===== src/rtl/vbm_pkg.sv =====
package vbm_pkg;

  localparam int OFS_W      = 16;
  localparam int BANK_REG_W = 8;
  localparam int BANK_SEL_W = 4;
  localparam int BASE_W     = OFS_W + BANK_SEL_W;
  localparam int SPLIT_BIT  = 2;

  typedef struct packed {
    logic [BANK_REG_W-1:0] rbank;
    logic [BANK_REG_W-1:0] wbank;
    logic                  split;
  } bank_state_t;

  // Bank register value to a 64 KB aligned base; upper bits are dropped.
  function automatic logic [BASE_W-1:0] bank_to_base(input logic [BANK_REG_W-1:0] val);
    return {val[BANK_SEL_W-1:0], {OFS_W{1'b0}}};
  endfunction

  // Base plus aperture offset, wrapped by the installed-size mask.
  function automatic logic [BASE_W-1:0] compose_addr(input logic [BASE_W-1:0] base,
                                                     input logic [OFS_W-1:0]  ofs,
                                                     input logic [BASE_W-1:0] mask);
    logic [BASE_W-1:0] sum;
    sum = base + {{BANK_SEL_W{1'b0}}, ofs};
    return sum & mask;
  endfunction

endpackage


===== src/rtl/vbm_bank_regs.sv =====
module vbm_bank_regs
  import vbm_pkg::*;
#(
  parameter logic [15:0] RD_PORT = 16'h03D6,
  parameter logic [15:0] WR_PORT = 16'h03D7
) (
  input  logic                  clk,
  input  logic                  rst_n,
  input  logic                  io_we,
  input  logic [15:0]           io_addr,
  input  logic [BANK_REG_W-1:0] io_wdata,
  input  logic                  gfx_ext_we,
  input  logic [BANK_REG_W-1:0] gfx_ext_wdata,
  output bank_state_t           state_q,
  output bank_state_t           state_d,
  output logic                  cfg_event,
  output logic [BANK_REG_W-1:0] io_rdata
);

  logic hit_rd;
  logic hit_wr;

  assign hit_rd    = io_we && (io_addr == RD_PORT);
  assign hit_wr    = io_we && (io_addr == WR_PORT);
  assign cfg_event = hit_rd || hit_wr || gfx_ext_we;

  always_comb begin
    state_d = state_q;
    if (hit_rd)     state_d.rbank = io_wdata;
    if (hit_wr)     state_d.wbank = io_wdata;
    if (gfx_ext_we) state_d.split = gfx_ext_wdata[SPLIT_BIT];
  end

  always_ff @(posedge clk) begin
    if (!rst_n) state_q <= '0;
    else        state_q <= state_d;
  end

  always_comb begin
    if (io_addr == RD_PORT)      io_rdata = state_q.rbank;
    else if (io_addr == WR_PORT) io_rdata = state_q.wbank;
    else                         io_rdata = '0;
  end

endmodule


===== src/rtl/vbm_base_calc.sv =====
module vbm_base_calc
  import vbm_pkg::*;
(
  input  logic              clk,
  input  logic              rst_n,
  input  bank_state_t       state_d,
  input  logic              cfg_event,
  output logic [BASE_W-1:0] wr_base,
  output logic [BASE_W-1:0] rd_base
);

  logic [BASE_W-1:0] wr_next;
  logic [BASE_W-1:0] rd_next;

  always_comb begin
    wr_next = bank_to_base(state_d.wbank);
    rd_next = state_d.split ? bank_to_base(state_d.rbank) : wr_next;
  end

  always_ff @(posedge clk) begin
    if (!rst_n) begin
      wr_base <= '0;
      rd_base <= '0;
    end else if (cfg_event) begin
      wr_base <= wr_next;
      rd_base <= rd_next;
    end
  end

endmodule


===== src/rtl/vbm_addr_gen.sv =====
module vbm_addr_gen
  import vbm_pkg::*;
#(
  parameter int ADDR_W = 20
) (
  input  logic              host_rd,
  input  logic              host_wr,
  input  logic [OFS_W-1:0]  host_ofs,
  input  logic [BASE_W-1:0] wr_base,
  input  logic [BASE_W-1:0] rd_base,
  input  logic [BASE_W-1:0] size_mask,
  output logic              use_wr_bank,
  output logic              vram_acc,
  output logic [ADDR_W-1:0] vram_addr
);

  logic [BASE_W-1:0] sel_base;
  logic [BASE_W-1:0] full_addr;

  assign use_wr_bank = host_wr;
  assign vram_acc    = host_rd || host_wr;
  assign sel_base    = use_wr_bank ? wr_base : rd_base;
  assign full_addr   = compose_addr(sel_base, host_ofs, size_mask);

  generate
    if (ADDR_W >= BASE_W) begin : g_wide
      assign vram_addr = {{(ADDR_W-BASE_W){1'b0}}, full_addr};
    end else begin : g_narrow
      assign vram_addr = full_addr[ADDR_W-1:0];
    end
  endgenerate

endmodule


===== src/rtl/vram_bank_mapper.sv =====
module vram_bank_mapper
  import vbm_pkg::*;
#(
  parameter int          VRAM_KB = 1024,
  parameter logic [15:0] RD_PORT = 16'h03D6,
  parameter logic [15:0] WR_PORT = 16'h03D7,
  localparam int         VRAM_BYTES = VRAM_KB * 1024,
  localparam int         ADDR_W     = $clog2(VRAM_BYTES)
) (
  input  logic              clk,
  input  logic              rst_n,
  input  logic              io_we,
  input  logic [15:0]       io_addr,
  input  logic [7:0]        io_wdata,
  output logic [7:0]        io_rdata,
  input  logic              gfx_ext_we,
  input  logic [7:0]        gfx_ext_wdata,
  input  logic              host_rd,
  input  logic              host_wr,
  input  logic [15:0]       host_ofs,
  output logic              vram_acc,
  output logic [ADDR_W-1:0] vram_addr
);

  localparam logic [BASE_W-1:0] SIZE_MASK = BASE_W'(VRAM_BYTES - 1);

  bank_state_t       state_q;
  bank_state_t       state_d;
  logic              cfg_event;
  logic [BASE_W-1:0] wr_base;
  logic [BASE_W-1:0] rd_base;
  logic              use_wr_bank;
  logic              split_q;

  assign split_q = state_q.split;

  vbm_bank_regs #(.RD_PORT(RD_PORT), .WR_PORT(WR_PORT)) u_regs (
    .clk           (clk),
    .rst_n         (rst_n),
    .io_we         (io_we),
    .io_addr       (io_addr),
    .io_wdata      (io_wdata),
    .gfx_ext_we    (gfx_ext_we),
    .gfx_ext_wdata (gfx_ext_wdata),
    .state_q       (state_q),
    .state_d       (state_d),
    .cfg_event     (cfg_event),
    .io_rdata      (io_rdata)
  );

  vbm_base_calc u_base (
    .clk       (clk),
    .rst_n     (rst_n),
    .state_d   (state_d),
    .cfg_event (cfg_event),
    .wr_base   (wr_base),
    .rd_base   (rd_base)
  );

  vbm_addr_gen #(.ADDR_W(ADDR_W)) u_addr (
    .host_rd     (host_rd),
    .host_wr     (host_wr),
    .host_ofs    (host_ofs),
    .wr_base     (wr_base),
    .rd_base     (rd_base),
    .size_mask   (SIZE_MASK),
    .use_wr_bank (use_wr_bank),
    .vram_acc    (vram_acc),
    .vram_addr   (vram_addr)
  );

endmodule


===== config.mk =====
export PLATFORM = sky130hd
export DESIGN_NAME = vram_bank_mapper
export DESIGN_NICKNAME = d
export VERILOG_FILES = /design/src/rtl/vbm_pkg.sv /design/src/rtl/vbm_bank_regs.sv /design/src/rtl/vbm_base_calc.sv /design/src/rtl/vbm_addr_gen.sv /design/src/rtl/vram_bank_mapper.sv
export SDC_FILE = /design/constraint.sdc
export NUM_CORES = 1
export LEC_CHECK = 0
export ABC_AREA = 1
export BUFFER_PORTS_ARGS = -buffer_cell sky130_fd_sc_hd__buf_2
export CELL_PAD_IN_SITES_DETAIL_PLACEMENT = 0
export CELL_PAD_IN_SITES_GLOBAL_PLACEMENT = 2
export CORE_MARGIN = 5
export CORE_UTILIZATION = 24
export CTS_CLUSTER_SIZE = 10
export DETAILED_ROUTE_END_ITERATION = 12
export GPL_ROUTABILITY_DRIVEN = 0
export PLACE_DENSITY_LB_ADDON = 0.3
export SLEW_MARGIN = 25
export SYNTH_ARGS = -nofsm -noshare
export SYNTH_HDL_FRONTEND = slang
export SYNTH_HIERARCHICAL = 1
export SYNTH_SLANG_ARGS = --single-unit
export TNS_END_PERCENT = 30

===== constraint.sdc =====
create_clock -name clk -period 1.4 [get_ports clk]
set_input_delay 0.28 -clock clk [delete_from_list [all_inputs] [get_ports clk]]
set_output_delay 0.28 -clock clk [all_outputs]
set_load 0.01 [all_outputs]

Word-level counts from Yosys, hierarchy flattened

Cells that the tools add are included.

Flip-flop bits (word level): 41
Input bits: 54
Output and inout port bits: 29

Add/sub/neg operators: 1
Equality and inequality tests: 2
Muxes and demuxes: 7
Reduce and logical (&&, ||, !) cells: 5

Operators by type and width:

| kind                                                               | count |
|---|---|
| 20-bit two-way mux                                                 | 2 |
| 16-bit by 10-bit == test with 1-bit output (second input constant) | 2 |
| 20-bit by 16-bit adder with 20-bit output                          | 1 |
| 8-bit two-way mux                                                  | 2 |
| 4-bit two-way mux                                                  | 2 |
| 1-bit logical OR                                                   | 3 |
| 1-bit logical AND                                                  | 2 |
| 1-bit two-way mux                                                  | 1 |

Depth between registers and ports, before layout

Depth after elaboration: 4
Depth in mapped cells: 17

Cells and area by module

Netlist, hierarchy kept.

Modules (own cells, without submodules):

| module           | times used | cells each | area an instance (um^2) | seq. area each (um^2) |
|---|---|---|---|---|
| vbm_addr_gen     | 1          | 306        | 1529.0                  | 0.0 |
| vbm_bank_regs    | 1          | 191        | 1134.8                  | 340.3 |
| vbm_base_calc    | 1          | 85         | 589.3                   | 160.2 |
| vram_bank_mapper | 1          | 1          | 3.8                     | 0.0 |

Least setup slack after synthesis

Ideal clock, no wire load.

Kind: input port to flip-flop
Start: in io_addr[13]
End: reg u_base.wr_base[19]
Arrival time: 1240 ps
Data required time: 1284 ps
Slack: 44 ps
Stages: 9
Buffers on the path: 1
Path through: nor2_1 > nand3_1 > nor2_4 > nand3_4 > nand3_1 > buf_6 > inv_1 > nor2_1 > nor2_1

Cells in the longest elaborated chain, start to end: 4
Elaborated cells between the ends (all ways): 7
Those cells by class: eq/ne (2); mux (1); reduce/logical (4)

Ends and longest elaborated chain:

| item                                                                 | line                                     | text |
|---|---|---|
| start, declared                                                      | vram_bank_mapper.sv:13                   | `input logic [15:0] io_addr,` |
| 16-bit by 10-bit == test with 1-bit output, on equally long branches | vbm_bank_regs.sv:23, vbm_bank_regs.sv:24 |  |
| 1-bit logical AND, on equally long branches                          | vbm_bank_regs.sv:23, vbm_bank_regs.sv:24 |  |
| 1-bit logical OR (*) (2 in series)                                   | vbm_bank_regs.sv:25                      | `assign cfg_event = hit_rd \|\| hit_wr \|\| gfx_ext_we;` |
| via cfg_event                                                        | vram_bank_mapper.sv:29                   | `logic cfg_event;` |
| end signal, assigned                                                 | vbm_base_calc.sv:25                      | `wr_base <= wr_next;` |
| end, declared                                                        | vbm_base_calc.sv:8                       | `output logic [BASE_W-1:0] wr_base,` |

Mark *: on every way through the listed nets, which the timed path passes. The rest lies on a longest branch.
A chain may end at the register's enable or synchronous reset.

Final worst setup path

Start: in io_addr[11]
End: out io_rdata[1]

Cells in the longest elaborated chain, start to end: 3
Elaborated cells between the ends (all ways): 4
Those cells by class: eq/ne (2); mux (2)

Ends and longest elaborated chain:

| item                                       | line                   | text |
|---|---|---|
| 16-bit by 10-bit == test with 1-bit output | vbm_bank_regs.sv:41    | `else if (io_addr == WR_PORT) io_rdata = state_q.wbank;` |
| 8-bit two-way mux                          | vbm_bank_regs.sv:41    |  |
| 8-bit two-way mux (*)                      | vbm_bank_regs.sv:40    | `if (io_addr == RD_PORT) io_rdata = state_q.rbank;` |
| end, declared                              | vram_bank_mapper.sv:15 | `output logic [7:0] io_rdata,` |

Mark *: on every way between the ends. The rest lies on a longest branch, timed or not.

==> results.md <==
* Crit-path leading delay family: buffers and inverters
* Max FO, Critical Path at 6
* Clock Pin Slew Worst Setup and Hold Paths at roughly 60 ps
* Worst min path class: primary input to register
* Setup Slack @ Placement at -265 ps
* Final Setup Violations at 9
* Latest clock arrival within the worst-skew pair at around 260 ps
* Initial core utilization at 0.244
* Achievable frequency at between 0.6 and 0.7 GHz
* PnR worst setup slack at -146 ps
* Top-Level Pins at just over 80
* Ys Warns at 6
* Layout cells sized above 1 at 0.305
* Vias/cell at 3.99
* Avg WL per Cell at 10.5 um
* Layout Cell Area excl Fill at ~0.0044 mm^2
* Final Hold Vio Count at 0
* Max Root-Sink Buffers at 2
* RSZ-0062 raised after global routing: yes
* Largest net degree at the start of global routing at 19
* Grt met2 use at 0.212
* CTS Buf Count at 3
* Final Net Count at just under 800
* CTS tree: done
* Slowest Stage Delay on Critical Path at 190 ps
* Outcome: complete, but fails checks
* DR pass1 iterations at 4
* Ant diodes at 0
* Layout Utilization at 0.335
* Commonest non-fill, non-tap cell in the layout: nand2_1
* Mapped Area at between 0.003 and 0.004 mm^2
* First-pass GRT wire length at around 16 mm
* Global route hottest layer: met2
* Global Route met3 Usage at 0.0123
* Buffers on Ports at 75
* Via count at about 3500
* CTS Hold Bufs at 0
* Vias in the first global route at between 3000 and 4000
* Die Footprint at about 0.016 mm^2
* Initial antenna violation count at 0
* CTS Sinks at 25
* Multi-input logic area at between 0.002 and 0.0025 mm^2
* Setup crit end kind: output pin
* Worst path bufs/invs at 4
* Final clock skew at just under 4 ps
* Reg area at 502 um^2
* Synth Instances at about 570
* Commonest non-fill, non-tap cells in the layout: nand2_1 (186), inv_1 (81), nor2_1 (69)
* Grt total ovfl at 0
* DRT iter0 DRCs at between 100 and 150
* Fill cell count at 1526
* Die Wd at 126 um
* Slew Viols, Final at 0
* Post-DP HPWL at just under 8 mm
* Drt drc at 0
* GRT met1 Usage at 0.153
* Pwr Density at roughly 570 mW/mm^2
* Crit path kind: primary input to output pin
* Syn Area/Cell at between 5 and 6 um^2
* Crit path cell chain: buf_2, inv_2, nand4_1, nor2_4, nand2_2, buf_8, o22ai_4, buf_6
* Row cnt at 42
* Leak Pwr at around 2.6 nW
* CP Data Required Time at 1120 ps
* Routed WL at a little over 9 mm
* Peak supply drop at approximately 0.4 mV
* Fin crit period at about 1500 ps
* CTS root buffer: clkbuf_16
* Core ar. at roughly 0.013 mm^2
* Number of max-cap violations at 0
* Synth-to-Final Area Change at 37.3%
* Die height at 126 um
* Violated checks: setup timing
* Critical Path AT at 1270 ps
* CTS HTree Levels at 1
* Placed cell area at ~0.004 mm^2
* Post-DRT Antenna Nets at 0
* Critical-path top delay cell: nor2_4
* CP Launch Type: primary input
* Fin crit share at 1.10
* Setup TNS at -1100 ps
* Total global-route track usage at 0.116
## what timing repair did
action / 4_1_cts / 5_1_grt
pin swaps: 6 / 22
gates resized for setup: 23 / 43
gates cloned: 0 / 0
setup buffers: 4 / 5
endpoints found under the setup margin: 12 / 26
## final timing paths
| check | start | end | slack [ps] | cells after the start |
|---|---|---|---|---|
| worst max-delay path | io_addr[11] | io_rdata[1] | -150 | 8 |
| worst min register to register | u_regs/state_q[0] | u_regs/state_q[0] | 470 | 2 |
| worst min-delay path | gfx_ext_wdata[2] | u_regs/state_q[0] | 290 | 3 |
| worst max register to register | u_regs/state_q[0] | u_base/rd_base[18] | 390 | 7 |
## state kept, by name (all words and copies together) (netlist names)
name and count:
u_base/rd_base 4, u_base/wr_base 4, u_regs/state_q 17
## metal layers
layer / part of all wire / up-vias
li1: - / 1956
met1: 0.48 / 1532
met2: 0.48 / 48
met3: 0.031 / 4
met4: 0.0036 / 0
met5: 0 / -
## metrics by stage
stage               hold WS (ps)  instances  power (W)
finish                       291        888    0.00251
floorplan                    416        624    0.00149
global route                 312        888    0.00273
detailed placement           462        878    0.00177
CTS                          286        886    0.00246
global placement             456        878    0.00176
## power by group
| part | internal (W) | switching (W) | leakage [nW] |
|---|---|---|---|
| combinational | 0.000465 | 0.000667 | 2.34 |
| clock | 0.000385 | 0.000257 | 0.0409 |
| sequential | 0.000724 | 0.00000817 | 0.203 |
| total | 0.00157 | 0.000932 | 2.58 |
## worst reg2reg max path: cells and delay by family (launching register included)
| kind | cells | cell delay, ps |
|---|---|---|
| flip-flops | 1 | 310 |
| AND/OR/NAND/NOR | 5 | 450 |
| buffers and inverters | 2 | 160 |
## area by class of cell
class / instances / share of cell area
clock inverters: 1 / 0.00113
well taps: 176 / 0.0498
repair buffers: 124 / 0.184
inverters: 93 / 0.0806
flip-flops and latches: 25 / 0.113
multi-input cells: 466 / 0.554
clock buffers: 3 / 0.0170
No activity file was read; power rests on OpenSTA's default activity.
